$ cat src/rtl/sss_pkg.sv
package sss_pkg;
  typedef struct packed {
    logic rise;
    logic fall;
  } sclk_edge_t;
endpackage

$ cat src/rtl/sss_sync.sv
module sss_sync #(
  parameter int unsigned       WIDTH   = 2,
  parameter int unsigned       STAGES  = 2,
  parameter logic [WIDTH-1:0]  RST_VAL = '1
) (
  input  logic             clk_i,
  input  logic             rst_ni,
  input  logic [WIDTH-1:0] async_i,
  output logic [WIDTH-1:0] sync_o
);
  for (genvar b = 0; b < WIDTH; b++) begin : g_bit
    logic [STAGES-1:0] q;
    always_ff @(posedge clk_i or negedge rst_ni) begin
      if (!rst_ni) q <= {STAGES{RST_VAL[b]}};
      else         q <= {q[STAGES-2:0], async_i[b]};
    end
    assign sync_o[b] = q[STAGES-1];
  end
endmodule

$ cat src/rtl/sss_edge.sv
module sss_edge
  import sss_pkg::*;
(
  input  logic       clk_i,
  input  logic       rst_ni,
  input  logic       sig_i,
  output sclk_edge_t edge_o
);
  logic prev_q;
  always_ff @(posedge clk_i or negedge rst_ni) begin
    if (!rst_ni) prev_q <= 1'b1;  // clock idles high
    else         prev_q <= sig_i;
  end
  assign edge_o.rise = sig_i & ~prev_q;
  assign edge_o.fall = ~sig_i & prev_q;
endmodule

$ cat src/rtl/sss_rx.sv
module sss_rx
  import sss_pkg::*;
#(
  parameter int unsigned DATA_W = 8,
  localparam int unsigned CNT_W = $clog2(DATA_W)
) (
  input  logic              clk_i,
  input  logic              rst_ni,
  input  sclk_edge_t        edge_i,
  input  logic              sdi_i,
  output logic [CNT_W-1:0]  bit_cnt_o,
  output logic              active_o,
  output logic              done_o,
  output logic [DATA_W-1:0] rx_data_o,
  output logic              rx_valid_o
);
  localparam logic [CNT_W-1:0] LastBit = CNT_W'(DATA_W - 1);

  logic [DATA_W-1:0] shift_q;
  logic [DATA_W-1:0] shift_d;

  assign shift_d = {sdi_i, shift_q[DATA_W-1:1]};
  assign done_o  = edge_i.rise && (bit_cnt_o == LastBit);

  always_ff @(posedge clk_i or negedge rst_ni) begin
    if (!rst_ni) begin
      shift_q    <= '0;
      bit_cnt_o  <= '0;
      active_o   <= 1'b0;
      rx_data_o  <= '0;
      rx_valid_o <= 1'b0;
    end else begin
      rx_valid_o <= 1'b0;
      if (edge_i.fall) active_o <= 1'b1;
      if (edge_i.rise) begin
        shift_q <= shift_d;
        if (done_o) begin
          bit_cnt_o  <= '0;
          active_o   <= 1'b0;
          rx_data_o  <= shift_d;
          rx_valid_o <= 1'b1;
        end else begin
          bit_cnt_o <= bit_cnt_o + 1'b1;
        end
      end
    end
  end

  assert_valid_pulse_R3: assert property (@(posedge clk_i) disable iff (!rst_ni)
    rx_valid_o |=> !rx_valid_o);
  assert_cnt_moves_on_rise_R9: assert property (@(posedge clk_i) disable iff (!rst_ni)
    !edge_i.rise |=> $stable(bit_cnt_o));
endmodule

$ cat src/rtl/sss_tx.sv
module sss_tx #(
  parameter int unsigned DATA_W = 8,
  localparam int unsigned CNT_W = $clog2(DATA_W)
) (
  input  logic              clk_i,
  input  logic              rst_ni,
  input  logic              fall_i,
  input  logic              done_i,
  input  logic              active_i,
  input  logic [CNT_W-1:0]  bit_cnt_i,
  input  logic [DATA_W-1:0] tx_data_i,
  input  logic              tx_load_i,
  output logic              sdo_o
);
  logic [DATA_W-1:0] buf_q;
  logic              pend_q;

  always_ff @(posedge clk_i or negedge rst_ni) begin
    if (!rst_ni) begin
      buf_q  <= '0;
      pend_q <= 1'b0;
      sdo_o  <= 1'b1;
    end else begin
      if (fall_i) sdo_o <= pend_q ? buf_q[bit_cnt_i] : 1'b1;
      if (done_i) begin
        pend_q <= 1'b0;
        sdo_o  <= 1'b1;
      end else if (tx_load_i && !active_i) begin
        buf_q  <= tx_data_i;
        pend_q <= 1'b1;
      end
    end
  end

  assert_load_ignored_R7: assert property (@(posedge clk_i) disable iff (!rst_ni)
    (tx_load_i && active_i) |=> $stable(buf_q));
  assert_idle_high_R8: assert property (@(posedge clk_i) disable iff (!rst_ni)
    $fell(pend_q) |-> sdo_o);
  assert_sdo_hold_R5: assert property (@(posedge clk_i) disable iff (!rst_ni)
    (!fall_i && !done_i) |=> $stable(sdo_o));
endmodule

$ cat src/rtl/sync_serial_slave.sv
module sync_serial_slave
  import sss_pkg::*;
#(
  parameter int unsigned DATA_W      = 8,
  parameter int unsigned SYNC_STAGES = 2,
  localparam int unsigned CNT_W      = $clog2(DATA_W)
) (
  input  logic              clk_i,
  input  logic              rst_ni,
  input  logic              sclk_i,
  input  logic              sdi_i,
  output logic              sdo_o,
  output logic              rdy_busy_o,
  output logic [DATA_W-1:0] rx_data_o,
  output logic              rx_valid_o,
  input  logic [DATA_W-1:0] tx_data_i,
  input  logic              tx_load_i,
  input  logic              op_busy_i
);
  logic             sclk_s, sdi_s;
  sclk_edge_t       sclk_edge;
  logic [CNT_W-1:0] bit_cnt;
  logic             active, done;

  sss_sync #(.WIDTH(2), .STAGES(SYNC_STAGES), .RST_VAL(2'b11)) i_sync (
    .clk_i  (clk_i),
    .rst_ni (rst_ni),
    .async_i({sclk_i, sdi_i}),
    .sync_o ({sclk_s, sdi_s})
  );

  sss_edge i_edge (
    .clk_i (clk_i),
    .rst_ni(rst_ni),
    .sig_i (sclk_s),
    .edge_o(sclk_edge)
  );

  sss_rx #(.DATA_W(DATA_W)) i_rx (
    .clk_i     (clk_i),
    .rst_ni    (rst_ni),
    .edge_i    (sclk_edge),
    .sdi_i     (sdi_s),
    .bit_cnt_o (bit_cnt),
    .active_o  (active),
    .done_o    (done),
    .rx_data_o (rx_data_o),
    .rx_valid_o(rx_valid_o)
  );

  sss_tx #(.DATA_W(DATA_W)) i_tx (
    .clk_i    (clk_i),
    .rst_ni   (rst_ni),
    .fall_i   (sclk_edge.fall),
    .done_i   (done),
    .active_i (active),
    .bit_cnt_i(bit_cnt),
    .tx_data_i(tx_data_i),
    .tx_load_i(tx_load_i),
    .sdo_o    (sdo_o)
  );

  assign rdy_busy_o = active | op_busy_i;

  assert_busy_before_valid_R6: assert property (@(posedge clk_i) disable iff (!rst_ni)
    rx_valid_o |-> $past(rdy_busy_o));
  assert_busy_at_start_R4: assert property (@(posedge clk_i) disable iff (!rst_ni)
    sclk_edge.fall |=> rdy_busy_o);
endmodule

$ cat config.mk
export PLATFORM = sky130hd
export DESIGN_NAME = sync_serial_slave
export DESIGN_NICKNAME = d
export VERILOG_FILES = /design/src/rtl/sss_pkg.sv /design/src/rtl/sss_sync.sv /design/src/rtl/sss_edge.sv /design/src/rtl/sss_rx.sv /design/src/rtl/sss_tx.sv /design/src/rtl/sync_serial_slave.sv
export SDC_FILE = /design/constraint.sdc
export NUM_CORES = 1
export LEC_CHECK = 0
export ABC_AREA = 1
export BUFFER_PORTS_ARGS = -buffer_cell sky130_fd_sc_hd__buf_4
export CAP_MARGIN = 20
export CORE_AREA = 2 2 55 57
export DETAILED_ROUTE_END_ITERATION = 12
export DIE_AREA = 0 0 57 59
export PLACE_DENSITY = 0.75
export REMOVE_ABC_BUFFERS = 1
export SKIP_LAST_GASP = 1
export SYNTH_ARGS = -nofsm -noshare
export SYNTH_HDL_FRONTEND = slang
export SYNTH_SLANG_ARGS = --single-unit
export TNS_END_PERCENT = 30
$ cat constraint.sdc
create_clock -name clk_i -period 1.6 [get_ports clk_i]
set_clock_uncertainty 0.15 [all_clocks]
set_input_delay 0.32 -clock clk_i [delete_from_list [all_inputs] [get_ports clk_i]]
set_output_delay 0.32 -clock clk_i [all_outputs]
set_load 0.03 [all_outputs]
# After elaboration in Yosys (flattened, before gate mapping)
# Index checks and enable logic that the tools add are counted.
# word_totals
reg_bits	36
inputBits	14
out_inout_bits	11
elab_cells	40
# op_classes
n_addsub	1
n_lt_le_gt_ge	1
eq_ne	1
n_mux	13
n_bitwise	6
reduce_logical	7
# op_table
cell	n
two-way mux 1 bit	11
less-than comparator 3 x 4 -> 1 bit, second input constant	1
AND reduction 2 bit	2
nonzero test 2 bit	2
adder 3 x 1 -> 3 bit, second input constant	1
binary-select mux 1 bit (select 3 bit)	1
equality test 3 bit, second input constant	1
two-way mux 3 bit	1
NOT 1 bit	3
bitwise AND 1 bit	2
logical AND 1 bit	2
zero test 1 bit	1
OR 1 bit	1

# Longest topological paths before layout
# logic_depth
word_depth	5
ltp_mapped	7

# Hierarchy
# Synthesis repeated with hierarchy kept, for this count alone.
# unflattened
hier_cells	143
hier_area_um2	1476.4
# modules_own_cells
mod	instances	cells_per_inst	area_per_inst_um2	seq_area_each_um2
sss_rx	1	86	814.5	500.5
sss_tx	1	43	489.2	251.5
sss_sync	1	6	120.1	105.1
sss_edge	1	5	41.3	26.3
sync_serial_slave	1	3	11.3	0.0

# Worst setup path before layout
# No wires, ideal clock.
# synth_timing
path_kind	register -> register
from	register i_rx.bit_cnt_o[0]
to	register i_tx.buf_q[0]
t_arrival_ns	1.218
required_ns	1.384
setup_slack_ns	0.167
stages_incl_launch_ff	7
path_cell_list	dfrtp_1 ha_1 ha_1 nand2_4 buf_6 nand3_1 nand2_1
# synth_between
elab_chain_len	4
# synth_lines
item	line	rtl
from (decl)	sss_rx.sv:11	output logic [CNT_W-1:0] bit_cnt_o,
from (signal assigned)	sss_rx.sv:43	bit_cnt_o <= bit_cnt_o + 1'b1;
equality test 3 bit	sss_rx.sv:23	assign done_o = edge_i.rise && (bit_cnt_o == LastBit);
logical AND 1 bit	sss_rx.sv:23	
NOT 1 bit (no source line)	-	
AND reduction 2 bit (no source line)	-	
to (signal assigned)	sss_tx.sv:29	buf_q <= tx_data_i;
to (decl)	sss_tx.sv:15	logic [DATA_W-1:0] buf_q;
# Every way passes these cells.
# A chain may end at the register's enable or synchronous reset.

# Final worst setup path
# layout_timing
from	register i_rx.active_o
to	output rdy_busy_o
# layout_between
elab_chain_len	1
# layout_lines
item	line	rtl
from (decl)	sss_rx.sv:12	output logic active_o,
from (signal assigned)	sss_rx.sv:29	active_o <= 1'b0;
from (signal assigned)	sss_rx.sv:34	if (edge_i.fall) active_o <= 1'b1;
from (signal assigned)	sss_rx.sv:39	active_o <= 1'b0;
OR 1 bit	sync_serial_slave.sv:63	assign rdy_busy_o = active | op_busy_i;
to (decl)	sync_serial_slave.sv:13	output logic rdy_busy_o,
# Every way passes these cells.

==> run_results.csv <==
group,metric,value,unit
outcome,status,"finished clean",
power,power_leakage,0.000926,µW
floorplan,die_h,59,µm
floorplan,core_area,2710,µm²
placement,gp_congestion,0.783,
power,power,2630,µW
routing,drt-total-wl,2650,µm
worst_setup_path,reg2reg_slack,0.05,ns
global_route,overflow,0,
timing,hold_violations,0,
worst_setup_path,cp_slowest_cell,"dfrtp_1",
floorplan,die_x,57,µm
clock_network,clockBufferDepth,2,
worst_setup_path,regToRegStartpoint,"i_rx.bit_cnt_o[1]$_DFFE_PN0P_",
timing,hold_slack,0.0622,ns
worst_hold_path,worstHoldStart,"tx_data_i[0]",
finish,layout-drive-gt1-share,31.2,%
worst_setup_path,crit_required,1.13,ns
clock_network,cts-root-buf,"clkbuf_4",
logic_synthesis,synth.avg_cell_area,9.74,µm²
clock_network,cts_buffers,5,
finish,instances_no_fill,220,
logic_synthesis,ys_top_cells_by_area,"dfrtp_1 51%, nand2_1 12%, dfstp_2 11%, nand3_1 5.9%, o21ai_0 4.2%",
clock_network,cts.clk_slew.worst_paths,0.09,ns
routing,drt_iter0_markers,50,
worst_setup_path,critPathArrivalTime,1.10,ns
worst_setup_path,critPathCaptureType,"output pin",
finish,diodes,0,
worst_hold_path,hold-path-endpoint,"i_tx.buf_q[0]$_DFFE_PN0P_",
global_route,grt_max_degree,36,
logic_synthesis,synth_area,1430,µm²
timing,tightest_slew,0.416,ns
logic_synthesis,netlist_instances,147,
worst_hold_path,hold_class,"in2reg",
worst_setup_path,crit_path_start_kind,"register",
logic_synthesis,yosys.area.top_type_share,50.7,%
timing,finalSetupViolations,0,
global_route,grt_pass1_wl,4310,µm
floorplan,core.rowCount,19,
global_route,grt_use_total,17.3,%
placement,dpl.hpwl,1840,µm
timing,rsz0062_at_grt,"yes",
routing,ant_nets,0,
worst_hold_path,min_path_cells,3,
routing,drt_pre_antenna_iters,4,
placement,placed_cells,204,
floorplan,die-area,3360,µm²
logic_synthesis,ys_types,19,
worst_setup_path,cpPeakStageDelay,0.39,ns
power,worst_ir_drop_vdd,1.06,mV
global_route,antenna_found_initial,0,
finish,final_common_cell,"nand2_1",
routing,via_per_inst,5.08,
clock_network,clk_latency,0.33,ns
power,powerDensity,1480,nW/µm²
logic_synthesis,yosysSeqAreaShare,61.7,%
floorplan,io_pins,25,
routing,wl_per_cell,12.0,µm
routing,vias,1118,
timing,fmax,0.639,GHz
worst_setup_path,cp_max_fo,2,
timing,final_max_slew_viol_count,0,
timing,relSlewSlack,72.3,%
timing,setup_tns,0,ns
placement,placed_area,1660,µm²
finish,fin_area,1780,µm²
logic_synthesis,synth_seq_cells,35,
worst_setup_path,crit_path_cell_trace,"or2_4 > buf_6",
worst_setup_path,critPathKind,"reg2out",
worst_setup_path,r2r-end,"i_tx.buf_q[5]$_DFFE_PN0P_",
clock_network,cts_tree,"yes",
placement,portBuffers,24,
finish,final_cell_mix,"46 x nand2_1, 34 x buf_4, 29 x dfrtp_1",
routing,drc,0,
finish,finalNetCount,204,
job,maxCapViolCount,0,
clock_network,cts_num_sinks,35,
clock_network,cts_max_level,2,
worst_setup_path,r2r_cells,6,
global_route,grt_pass1_vias,1031,
floorplan,start_util,52.8,%
logic_synthesis,yosys.area.top_type,"dfrtp_1",
finish,syn2layout_area_growth,24.7,%
timing,period_minus_slack,1.57,ns
timing,period_share,97.9,%
logic_synthesis,synth_warnings,0,
stage by stage:
step / setup slack [ns] / utilization [%]
5_1_grt: -0.0243 / 65.8
3_3_place_gp: 0.114 / 61.3
3_5_place_dp: 0.0414 / 61.3
2_1_floorplan: 0.0465 / -
6_report: 0.0340 / 65.8
4_1_cts: 0.0238 / 64.7
cell type report:
| class | instances | area (µm²) |
|---|---|---|
| tap | 31 | 38.8 |
| inverter | 17 | 63.8 |
| sequential | 35 | 883 |
| clock buffer | 7 | 45.0 |
| multi-input combinational | 91 | 452 |
| fill | 226 | 926 |
| timing repair buffer | 38 | 297 |
| clock inverter | 1 | 5.00 |
layer usage:
layer | vias to the layer above | wire length, µm | share of wire (%) | global-route usage, %
met3 | 7 | 136 | 5.1 | 5.02
met2 | 28 | 1280 | 48 | 26.9
met4 | 0 | 64 | 2.4 | 10.6
met5 | - | 0 | 0 | 0
met1 | 536 | 1170 | 44 | 21.4
li1 | 547 | - | - | -
state kept, by name, indices dropped and copies added (netlist names):
register	flops
i_tx.buf_q	8
i_rx.rx_data_o	8
i_tx.pend_q	1
i_rx.bit_cnt_o	3
i_sync.g_bit.q	4
i_edge.prev_q	1
i_rx.shift_q	7
i_tx.sdo_o	1
i_rx.active_o	1
i_rx.rx_valid_o	1
synthesized netlist by cell type:
master     n
nor2_1     2
inv_2      1
or2_2      1
nand2_1   46
o21ai_0   12
nor2_2     1
buf_6      2
buf_4      1
nor2_4     1
dfrtp_1   29
nand2_4    1
a21oi_1    1
o21ai_2    6
inv_1     16
clkbuf_2   1
ha_1       2
nand3_1   17
dfstp_2    6
nand2_2    1
power by group:
group          switching [µW]  internal [µW]
Clock                     266            171
Combinational             528            355
Sequential                154           1160
Total                     949           1690
critical path, delay by kind of cell, from the launching register on:
kind | cells | cell delay, ns
AND/OR/NAND/NOR | 1 | 0.25
buffers and inverters | 1 | 0.13
flip-flops | 1 | 0.39
kinds of logic after synthesis:
logic type / Yosys count / synth area share, %
buffers and inverters: 21 / 6.91
and+or+nand+nor: 70 / 21.4
adders and majority gates: 2 / 1.75
DFF: 35 / 61.7
AOI/OAI and AO/OA: 19 / 8.22
timing repair:
item,4_1_cts,5_1_grt
endpoints found under the setup margin,1,11
endpoints found under the hold margin,31,0
hold buffers,3,0
gates resized for setup,2,0
cloned,0,0
buffers inserted,1,4
pin swaps,0,1
worst max path at each step:
stage / start / to / slack [ns] / cells past startpoint
2_1_floorplan: i_sync.g_bit[1].q[1]$_DFF_PN1_ / i_tx.buf_q[0]$_DFFE_PN0P_ / 0.05 / 6
3_3_place_gp: i_rx.bit_cnt_o[0]$_DFFE_PN0P_ / i_tx.buf_q[4]$_DFFE_PN0P_ / 0.11 / 6
3_5_place_dp: i_rx.bit_cnt_o[1]$_DFFE_PN0P_ / i_tx.buf_q[5]$_DFFE_PN0P_ / 0.04 / 6
4_1_cts: i_rx.bit_cnt_o[1]$_DFFE_PN0P_ / i_tx.buf_q[5]$_DFFE_PN0P_ / 0.02 / 6
5_1_grt: i_rx.active_o$_DFF_PN0_ / rdy_busy_o / -0.02 / 2
6_report: i_rx.active_o$_DFF_PN0_ / rdy_busy_o / 0.03 / 2
(Power assumes the default switching activity.)
